File: src/rtl/gsel_pkg.sv
package gsel_pkg;

   typedef enum logic {
      BANK_AFTER_NT = 1'b0,
      BANK_AFTER_T  = 1'b1
   } bank_e;

   localparam int unsigned NUM_BANKS = 2;

endpackage

File: src/rtl/gsel_bit_bank.sv
module gsel_bit_bank #(
   parameter int unsigned ENTRIES = 16,
   localparam int unsigned IDX_W = $clog2(ENTRIES)
) (
   input  logic             clk,
   input  logic             rst_n,
   input  logic [IDX_W-1:0] rd_idx,
   output logic             rd_bit,
   input  logic             wr_en,
   input  logic [IDX_W-1:0] wr_idx,
   input  logic             wr_bit
);

   logic [ENTRIES-1:0] cells;

   always_ff @(posedge clk or negedge rst_n) begin
      if (!rst_n) begin
         cells <= '0;
      end else if (wr_en) begin
         cells[wr_idx] <= wr_bit;
      end
   end

   assign rd_bit = cells[rd_idx];

   // a write lands in the addressed cell on the next edge
   a_r8_write_lands : assert property (@(posedge clk) disable iff (!rst_n)
      rst_n && wr_en |=> cells[$past(wr_idx)] == $past(wr_bit));

   // an unselected bank holds all of its cells
   a_r5_idle_bank_holds : assert property (@(posedge clk) disable iff (!rst_n)
      rst_n && !wr_en |=> $stable(cells));

endmodule

File: src/rtl/gsel_hist_bit.sv
module gsel_hist_bit (
   input  logic clk,
   input  logic rst_n,
   input  logic load,
   input  logic outcome,
   output logic last_taken
);

   always_ff @(posedge clk or negedge rst_n) begin
      if (!rst_n) begin
         last_taken <= 1'b0;
      end else if (load) begin
         last_taken <= outcome;
      end
   end

   // history follows the last resolved outcome
   a_r3_hist_follows : assert property (@(posedge clk) disable iff (!rst_n)
      rst_n && load |=> last_taken == $past(outcome));

endmodule

File: src/rtl/gsel_dir_predictor.sv
module gsel_dir_predictor #(
   parameter int unsigned ADDR_W  = 32,
   parameter int unsigned ENTRIES = 16
) (
   input  logic              clk,
   input  logic              rst_n,
   input  logic              solo_mode,
   input  logic [ADDR_W-1:0] pred_addr,
   output logic              pred_taken,
   input  logic              res_valid,
   input  logic [ADDR_W-1:0] res_addr,
   input  logic              res_taken
);
   import gsel_pkg::*;

   localparam int unsigned IDX_W  = $clog2(ENTRIES);
   localparam int unsigned IDX_LO = 2;
   localparam int unsigned IDX_HI = IDX_LO + IDX_W - 1;

   generate
      if (ENTRIES < 2 || (1 << IDX_W) != ENTRIES) begin : g_bad_entries
         $error("ENTRIES must be a power of two of at least 2");
      end
      if (ADDR_W < IDX_HI + 1) begin : g_bad_addr
         $error("ADDR_W too narrow for the bank index");
      end
   endgenerate

   logic             hist_q;
   bank_e            bank_sel;
   logic [IDX_W-1:0] pred_idx;
   logic [IDX_W-1:0] res_idx;
   logic [NUM_BANKS-1:0] bank_rd;
   logic [NUM_BANKS-1:0] bank_we;

   assign pred_idx = pred_addr[IDX_HI:IDX_LO];
   assign res_idx  = res_addr[IDX_HI:IDX_LO];
   assign bank_sel = solo_mode ? BANK_AFTER_NT : bank_e'(hist_q);

   gsel_hist_bit u_hist (
      .clk        (clk),
      .rst_n      (rst_n),
      .load       (res_valid),
      .outcome    (res_taken),
      .last_taken (hist_q)
   );

   for (genvar b = 0; b < NUM_BANKS; b++) begin : g_bank
      assign bank_we[b] = res_valid && (int'(bank_sel) == b);

      gsel_bit_bank #(
         .ENTRIES (ENTRIES)
      ) u_bank (
         .clk    (clk),
         .rst_n  (rst_n),
         .rd_idx (pred_idx),
         .rd_bit (bank_rd[b]),
         .wr_en  (bank_we[b]),
         .wr_idx (res_idx),
         .wr_bit (res_taken)
      );
   end

   assign pred_taken = bank_rd[bank_sel];

   // a lookup of the entry just written, through the same bank, returns that outcome
   a_r2_read_after_write : assert property (@(posedge clk) disable iff (!rst_n)
      rst_n && res_valid |=>
         ((pred_idx == $past(res_idx)) && (bank_sel == $past(bank_sel)))
            |-> (pred_taken == $past(res_taken)));

   // in solo mode the bank-1 write strobe stays low
   a_r9_solo_bank0 : assert property (@(posedge clk) disable iff (!rst_n)
      solo_mode |-> !bank_we[1]);

endmodule

File: config.mk
export PLATFORM = sky130hd
export DESIGN_NAME = gsel_dir_predictor
export DESIGN_NICKNAME = d
export VERILOG_FILES = /design/src/rtl/gsel_pkg.sv /design/src/rtl/gsel_bit_bank.sv /design/src/rtl/gsel_hist_bit.sv /design/src/rtl/gsel_dir_predictor.sv
export SDC_FILE = /design/constraint.sdc
export NUM_CORES = 1
export LEC_CHECK = 0
export CAP_MARGIN = 20
export CORE_UTILIZATION = 42
export DETAILED_ROUTE_END_ITERATION = 10
export PLACE_DENSITY = 0.77
export SLEW_MARGIN = 15
export SYNTH_ARGS = -nofsm -noshare
export SYNTH_HDL_FRONTEND = slang
export SYNTH_SLANG_ARGS = --single-unit
File: constraint.sdc
create_clock -name clk -period 1.8 [get_ports clk]
set_input_delay 0.45 -clock clk [delete_from_list [all_inputs] [get_ports clk]]
set_output_delay 0.45 -clock clk [all_outputs]
set_load 0.005 [all_outputs]
==> impl_metrics.py, run 1 <==
metrics = {
    "run_status": {
        "status": "finished with violations",
        "violated_checks": "setup timing",
    },
    "pwr": {
        "powerDensity_nw_per_um2": 867,
        "post-layout-total-power_mw": 2.01,
        "vdd_ir_drop_max_uv": 274,
        "p_leak_nw": 0.981,
    },
    "detailed_routing": {
        "drt-pass1-iter-count": 4,
        "drc": 0,
        "route.vias.total": 1368,
        "detail_route.wirelength_mm": 4.36,
        "post_drt_wl_per_cell_um": 18.0,
        "mean_number_of_vias_per_cell": 5.65,
        "antenna_left": 0,
        "detailedRoute.firstIterationViolations": 77,
    },
    "synth": {
        "netlist_instances": 162,
        "netlist.area_leader.share_pct": 46.0,
        "number_of_enable_type_register_cells_in_the_synthesized_netlist": 0,
        "yosysWarnings": 0,
        "post_synth_num_cell_types": 23,
        "synth-async-reset-ratio_pct": 100,
        "synth_top_cell_by_area": "dfrtp_1",
        "syn_area_sq_um": 1800,
        "postSynthRegisterBits": 33,
        "synthesis.nets": 231,
        "ys.flop_type": "dfrtp_1",
        "sequential_area_share_after_synthesis_pct": 46.0,
        "synthesis.area_per_instance_sq_um": 11.1,
        "synth.top_cells.by_area": "dfrtp_1 (46%), mux2_2 (21%), mux2i_1 (6.7%)",
    },
    "setup_path": {
        "cp_slowest_stage_delay_ns": 0.25,
        "timing.critical_path.max_delay_family": "buffers and inverters",
        "cell_with_the_biggest_individual_delay_on_the_critical_path": "a221oi_1",
        "cp_num_buf_inv": 4,
        "crit_path_end_kind": "output pin",
        "crit_arrival_ns": 1.57,
        "crit_required_ns": 1.35,
        "start_kind": "input pin",
        "crit_type": "input pin to output pin",
        "worst-path-max-fanout": 6,
        "cp_cell_sequence": "buf_8 -> buf_16 -> buf_4 -> mux2i_1 -> a221oi_1 -> nand4_1 -> nand3_1 -> buf_2",
    },
    "floorplan": {
        "die_x_um": 67.4,
        "fp.dieArea_sq_um": 4540,
        "initial_utilization_pct": 44.2,
        "floorplan.rows": 23,
        "floorplan.die.height_um": 67.4,
        "io-pin-count": 70,
        "core_area_sq_um": 4060,
    },
    "cells_and_area": {
        "synthesis_to_finish_area_growth_pct": 29.1,
        "layout-drive-gt1-share_pct": 43.2,
        "final_nets": 261,
        "antennaDiodeCount": 0,
        "final-instance-count-excl-fill": 242,
        "post-route-cell-area_sq_um": 2320,
    },
    "placed_design": {
        "placedCellCount": 227,
        "placedInstanceArea_sq_um": 2020,
        "detailed_placer_s_ending_hpwl_mm": 2.61,
        "dp_slack_ns": -1.07,
        "port-buffer-count": 13,
        "routability_congestion_estimate_from_global_placement": 0.880,
    },
    "global_routing": {
        "antenna_violations_before_repair": 0,
        "grtUsageTotal_pct": 20.5,
        "grt_overflow": 0,
        "pin_count_of_the_biggest_net_entering_global_routing": 34,
        "first_global_vias": 1388,
        "grt_pass1_wl_mm": 6.51,
    },
    "timing": {
        "finalCritPeriodShare_pct": 112,
        "peak_freq_mhz": 495,
        "final_critical_path_setup_slack_ns": -0.221,
        "slew_violations": 0,
        "rsz_0062_raised_after_global_routing": "yes",
        "slew-limit-headroom_pct": 72.0,
        "tightestPinTransition_ns": 0.420,
        "final-hold-violation-count": 0,
        "setup-violations-final": 1,
        "min_period_ns": 2.02,
        "setup_total_negative_slack_ns": -0.221,
        "final.setup_skew_ns": 0.00844,
    },
    "clock_network": {
        "cts.clk_slew.worst_paths_ns": 0.06,
        "tritoncts.num_buffers": 5,
        "numClockSinks": 33,
        "cts_tree": "yes",
        "worstSkewPairLatency_ns": 0.30,
        "clockBufferDepth": 2,
        "cts_root_buf": "clkbuf_8",
        "hold_buffer_count_at_cts": 0,
        "cts_htree_levels": 2,
    },
    "hold_path": {
        "min-delay-path-class": "register to register",
    },
    "run": {
        "drv.max_cap_violation_count": 0,
    },
}
routing by layer:
metal / GRT usage, % / wire (um) / vias to the layer above / share of wire (%)
met2: 32.0 / 2120 / 41 / 49
met3: 5.41 / 220 / 14 / 5.0
li1: - / - / 639 / -
met4: 12.2 / 140 / 0 / 3.2
met5: 0 / 0 / - / 0
met1: 25.2 / 1890 / 674 / 43
path summary, 6_finish.rpt:
check                                           start                    endpoint  slack [ns]  cells past startpoint
min reg2reg                g_bank[0].u_bank.cells[15]  g_bank[0].u_bank.cells[15]        0.51                      1
min                        g_bank[0].u_bank.cells[15]  g_bank[0].u_bank.cells[15]        0.51                      1
min in group asynchronous                       rst_n   g_bank[1].u_bank.cells[0]        0.55                      2
max in group asynchronous                       rst_n  g_bank[0].u_bank.cells[13]        0.94                      2
max                                      pred_addr[3]                  pred_taken       -0.22                      8
max reg2reg                         u_hist.last_taken  g_bank[1].u_bank.cells[10]        0.20                      5
layout by cell type, fill, tap and decap left out:
master | Yosys | final
buf_2 | 2 | 3
buf_16 | 0 | 1
dlygate4sd2_1 | 0 | 1
or2_2 | 1 | 1
clkbuf_8 | 0 | 6
nor2_1 | 26 | 26
nor2b_2 | 0 | 2
dfrtp_1 | 33 | 33
a22oi_1 | 1 | 1
mux2i_1 | 12 | 8
clkbuf_1 | 3 | 1
mux2i_2 | 0 | 4
nand2b_4 | 1 | 1
a221oi_1 | 4 | 2
buf_12 | 1 | 1
nor2b_4 | 1 | 3
nand3_1 | 5 | 5
a2111oi_2 | 0 | 1
buf_8 | 0 | 1
clkdlybuf4s50_1 | 0 | 8
and2_4 | 0 | 1
nand2_1 | 12 | 12
a211oi_2 | 0 | 2
a2111oi_4 | 0 | 3
nor3_2 | 2 | 2
mux2_2 | 33 | 33
buf_6 | 1 | 1
buf_4 | 0 | 14
clkbuf_16 | 0 | 1
nand4_1 | 4 | 4
nand2b_1 | 3 | 3
nor2b_1 | 9 | 5
a221oi_2 | 0 | 2
per-stage QoR:
step	hold slack, ns	utilization (%)
2_1_floorplan	0.154	-
3_3_place_gp	0.489	49.7
3_5_place_dp	0.495	49.7
4_1_cts	0.510	54.4
5_1_grt	0.524	57.1
6_report	0.508	57.1
cells by family (layout without fill, tap and decap cells):
logic type | Yosys count | after routing | share of synthesized area (%)
flip-flops | 33 | 33 | 46.0
AO/OA/AOI/OAI | 11 | 11 | 5.16
AND/OR/NAND/NOR | 65 | 65 | 18.3
buffers and inverters | 8 | 38 | 3.21
multiplexers | 45 | 45 | 27.4
Yosys cell counts, drive strengths merged, types with 2 or more instances:
cell type  instances
nor3               2
dfrtp             33
clkbuf             4
a221oi             4
nand2             12
nand4              4
mux2              33
a2111oi            4
buf                4
nand2b             4
mux2i             12
nor2b             10
a211oi             2
nor2              26
nand3              5
flip-flops by register name, indices dropped and copies added, names as in the netlist:
signal / flops
g_bank.u_bank.cells: 32
u_hist.last_taken: 1
worst register-to-register path, cell delays in order, from the launching register on:
cell	delay [ns]
dfrtp_1	0.41
nor2b_4	0.19
buf_4	0.16
nand3_1	0.17
nor2_1	0.21
mux2_2	0.35
timing repair:
action	4_1_cts	5_1_grt
gates resized for setup	31	22
setup buffers	2	4
setup endpoints to repair	1	1
pin swaps	4	6
gates cloned	1	1
report_power, final:
group	switching (mW)	internal, mW	total, mW
Combinational	0.195	0.259	0.454
Clock	0.277	0.303	0.580
Sequential	0.0921	0.883	0.975
Total	0.564	1.45	2.01
final cells by class:
class	instances	area, sq um
Clock buffer	7	86.3
Fill cell	324	1740
Multi-Input combinational cell	121	1030
Tap cell	50	62.6
Timing Repair Buffer	31	308
Sequential cell	33	826
(Power assumes the default switching activity.)
==> run 2: changes to the inputs <==
--- a/config.mk
+++ b/config.mk
@@ -8,6 +8,7 @@
 export CAP_MARGIN = 20
 export CORE_UTILIZATION = 42
 export DETAILED_ROUTE_END_ITERATION = 10
+export HOLD_SLACK_MARGIN = 0.06
 export PLACE_DENSITY = 0.77
 export SLEW_MARGIN = 15
 export SYNTH_ARGS = -nofsm -noshare
==> results of run 2 <==
No change in the layout: final DEF, timing and power equal those of run 1.
==> run 3: changes to the inputs <==
--- a/config.mk
+++ b/config.mk
@@ -9,7 +9,7 @@
 export CORE_UTILIZATION = 42
 export DETAILED_ROUTE_END_ITERATION = 10
 export HOLD_SLACK_MARGIN = 0.06
-export PLACE_DENSITY = 0.77
+export PLACE_DENSITY = 0.76
 export SLEW_MARGIN = 15
 export SYNTH_ARGS = -nofsm -noshare
 export SYNTH_HDL_FRONTEND = slang
==> run 3 against run 2 <==
  * The run still ends with setup timing left
  * Non-clock buffer count did not move
  * Register-to-register slack barely moved
  * Cell area fell by 1.1%
  * Via count grew 1.9%
  * Count of clock-buffer cells in the layout is 1 higher
  * Core utilization shrank 0.65 points
  * Clock power is 6.4% lower
  * Final cell count increased by 0.41%
  * Die area did not move
  * Combinational power hardly changed
  * Wire length increased by 3.0%
  * Worst setup slack worse by 0.024 ns
  * Critical endpoint unchanged
==> impl_metrics.py, run 3 (synthesis results as in run 1) <==
metrics = {
    "setup_path": {
        "start_kind": "input pin",
        "crit_arrival_ns": 1.59,
        "crit_path_end_kind": "output pin",
        "crit_required_ns": 1.35,
        "worst_r2r_startpoint": "u_hist.last_taken",
        "critPathLaunch": "pred_addr[2]",
        "worst-path-max-fanout": 5,
        "crit_type": "input pin to output pin",
    },
    "pwr": {
        "power.sequential.fraction_pct": 49.5,
        "vdd_ir_drop_max_uv": 443,
        "p_leak_nw": 0.990,
        "cell_internal_pwr_mw": 1.41,
        "p_comb_share_pct": 22.9,
        "post-layout-total-power_mw": 1.97,
        "powerDensity_nw_per_um2": 859,
        "switching_share_pct": 28.4,
        "p_clk_share_pct": 27.6,
        "power.switching_mw": 0.559,
    },
    "placed_design": {
        "port-buffer-count": 13,
        "dp_slack_ns": -1.19,
        "routability_congestion_estimate_from_global_placement": 0.947,
        "detailed_placer_s_ending_hpwl_mm": 2.91,
    },
    "clock_network": {
        "worstSkewPairLatency_ns": 0.29,
        "cts_tree": "yes",
        "cts_htree_levels": 2,
        "clockBufferDepth": 2,
        "numClockSinks": 33,
        "cts_post_setup_buffers_inserted": 0,
        "cts.clk_slew.worst_paths_ns": 0.07,
        "cts_root_buf": "clkbuf_8",
        "hold_buffer_count_at_cts": 0,
        "tritoncts.num_buffers": 5,
    },
    "floorplan": {
        "die_x_um": 67.4,
        "io-pin-count": 70,
        "floorplan.rows": 23,
        "floorplan.die.height_um": 67.4,
        "initial_utilization_pct": 44.2,
        "fp.dieArea_sq_um": 4540,
        "core_area_sq_um": 4060,
    },
    "hold_path": {
        "min-delay-path-class": "register to register",
        "min-delay-start": "g_bank[1].u_bank.cells[0]",
    },
    "global_routing": {
        "grtUsageTotal_pct": 21.7,
        "grt_overflow": 0,
        "first_global_vias": 1393,
        "antenna_violations_before_repair": 0,
        "gr-max-usage-layer": "met2",
        "grt_pass1_wl_mm": 6.83,
        "gr-usage-met3_pct": 7.94,
        "gr-usage-met2_pct": 34.4,
        "pin_count_of_the_biggest_net_entering_global_routing": 34,
        "grt_util_met1_pct": 26.0,
    },
    "cells_and_area": {
        "nFillCells": 326,
        "largest_registers": "g_bank.u_bank.cells: 32 flops, u_hist.last_taken: 1 flops",
        "final_nets": 261,
        "registers.top_by_ff_count": "g_bank.u_bank.cells",
        "postLayoutCoreUtil_pct": 56.5,
        "layout-drive-gt1-share_pct": 40.9,
        "antennaDiodeCount": 0,
        "largest_register_ffs": 32,
        "most-common-layout-cells": "mux2_2 (33), dfrtp_1 (33), nor2_1 (26), buf_4 (16)",
        "synthesis_to_finish_area_growth_pct": 27.6,
    },
    "detailed_routing": {
        "antenna_left": 0,
        "drt-pass1-iter-count": 4,
        "detail_route.wirelength_mm": 4.50,
        "post_drt_wl_per_cell_um": 18.5,
        "detailedRoute.firstIterationViolations": 55,
        "drc": 0,
        "route.vias.total": 1394,
        "mean_number_of_vias_per_cell": 5.74,
    },
    "timing": {
        "tightestPinTransition_ns": 0.423,
        "min_period_ns": 2.04,
        "final_critical_path_setup_slack_ns": -0.245,
        "rsz_0062_raised_after_global_routing": "yes",
        "slew-limit-headroom_pct": 71.8,
        "slew_violations": 0,
        "final-hold-violation-count": 0,
        "finalCritPeriodShare_pct": 114,
        "peak_freq_mhz": 489,
        "setup_total_negative_slack_ns": -0.245,
        "setup-violations-final": 1,
        "final.setup_skew_ns": 0.00472,
    },
    "run_status": {
        "violated_checks": "setup timing",
        "status": "finished with violations",
    },
    "run": {
        "drv.max_cap_violation_count": 0,
    },
}
-- run 3: power by group through the flow --
stage | clock, mW | sequential (mW) | combinational, mW
finish | 0.543 | 0.974 | 0.452
global route | 0.591 | 0.990 | 0.483
CTS | 0.549 | 0.970 | 0.413
detailed placement | 0 | 0.978 | 0.384
global placement | 0 | 0.973 | 0.368
floorplan | 0 | 0.943 | 0.258
-- run 3: critical path, stage by stage --
cell and delay (ns):
clkdlybuf4s15_2 0.26, a2111oi_4 0.36, a221oi_2 0.07, a22oi_1 0.21
nand3_1 0.11, buf_2 0.14
-- run 3: cell type report --
| type | count | area [sq um] | area share [%] |
|---|---|---|---|
| repair buffers | 31 | 293 | 12.8 |
| clock buffers | 8 | 80.1 | 3.50 |
| well taps | 50 | 62.6 | 2.73 |
| multi-input cells | 121 | 1030 | 44.9 |
| flip-flops and latches | 33 | 826 | 36.0 |
-- run 3: timing repair --
item	4_1_cts	5_1_grt
pin swaps	7	5
endpoints found under the setup margin	1	1
gates resized for setup	36	11
cloned	1	0
-- run 3: stage by stage --
step / std cells / hold slack (ns) / area, sq um
2_1_floorplan: 162 / 0.154 / 1800
3_3_place_gp: 234 / 0.489 / 2060
3_5_place_dp: 234 / 0.493 / 2060
5_1_grt: 243 / 0.524 / 2290
4_1_cts: 243 / 0.511 / 2220
6_report: 243 / 0.505 / 2290
-- run 3: path summary, 6_finish.rpt --
| check | slack (ns) | to | cells past startpoint |
|---|---|---|---|
| setup / recovery | -0.24 | pred_taken | 6 |
| setup reg to reg | 0.21 | g_bank[1].u_bank.cells[9] | 5 |
| min in group asynchronous | 0.55 | g_bank[1].u_bank.cells[12] | 2 |
| hold / removal | 0.50 | g_bank[1].u_bank.cells[0] | 1 |
| hold reg to reg | 0.50 | g_bank[1].u_bank.cells[0] | 1 |
| max in group asynchronous | 0.93 | g_bank[0].u_bank.cells[1] | 2 |
-- run 3: metal layers --
metal,share of wire [%],wire [um]
met1,42,1870
met2,51,2280
met3,5.4,243
met4,2.2,100
met5,0,0
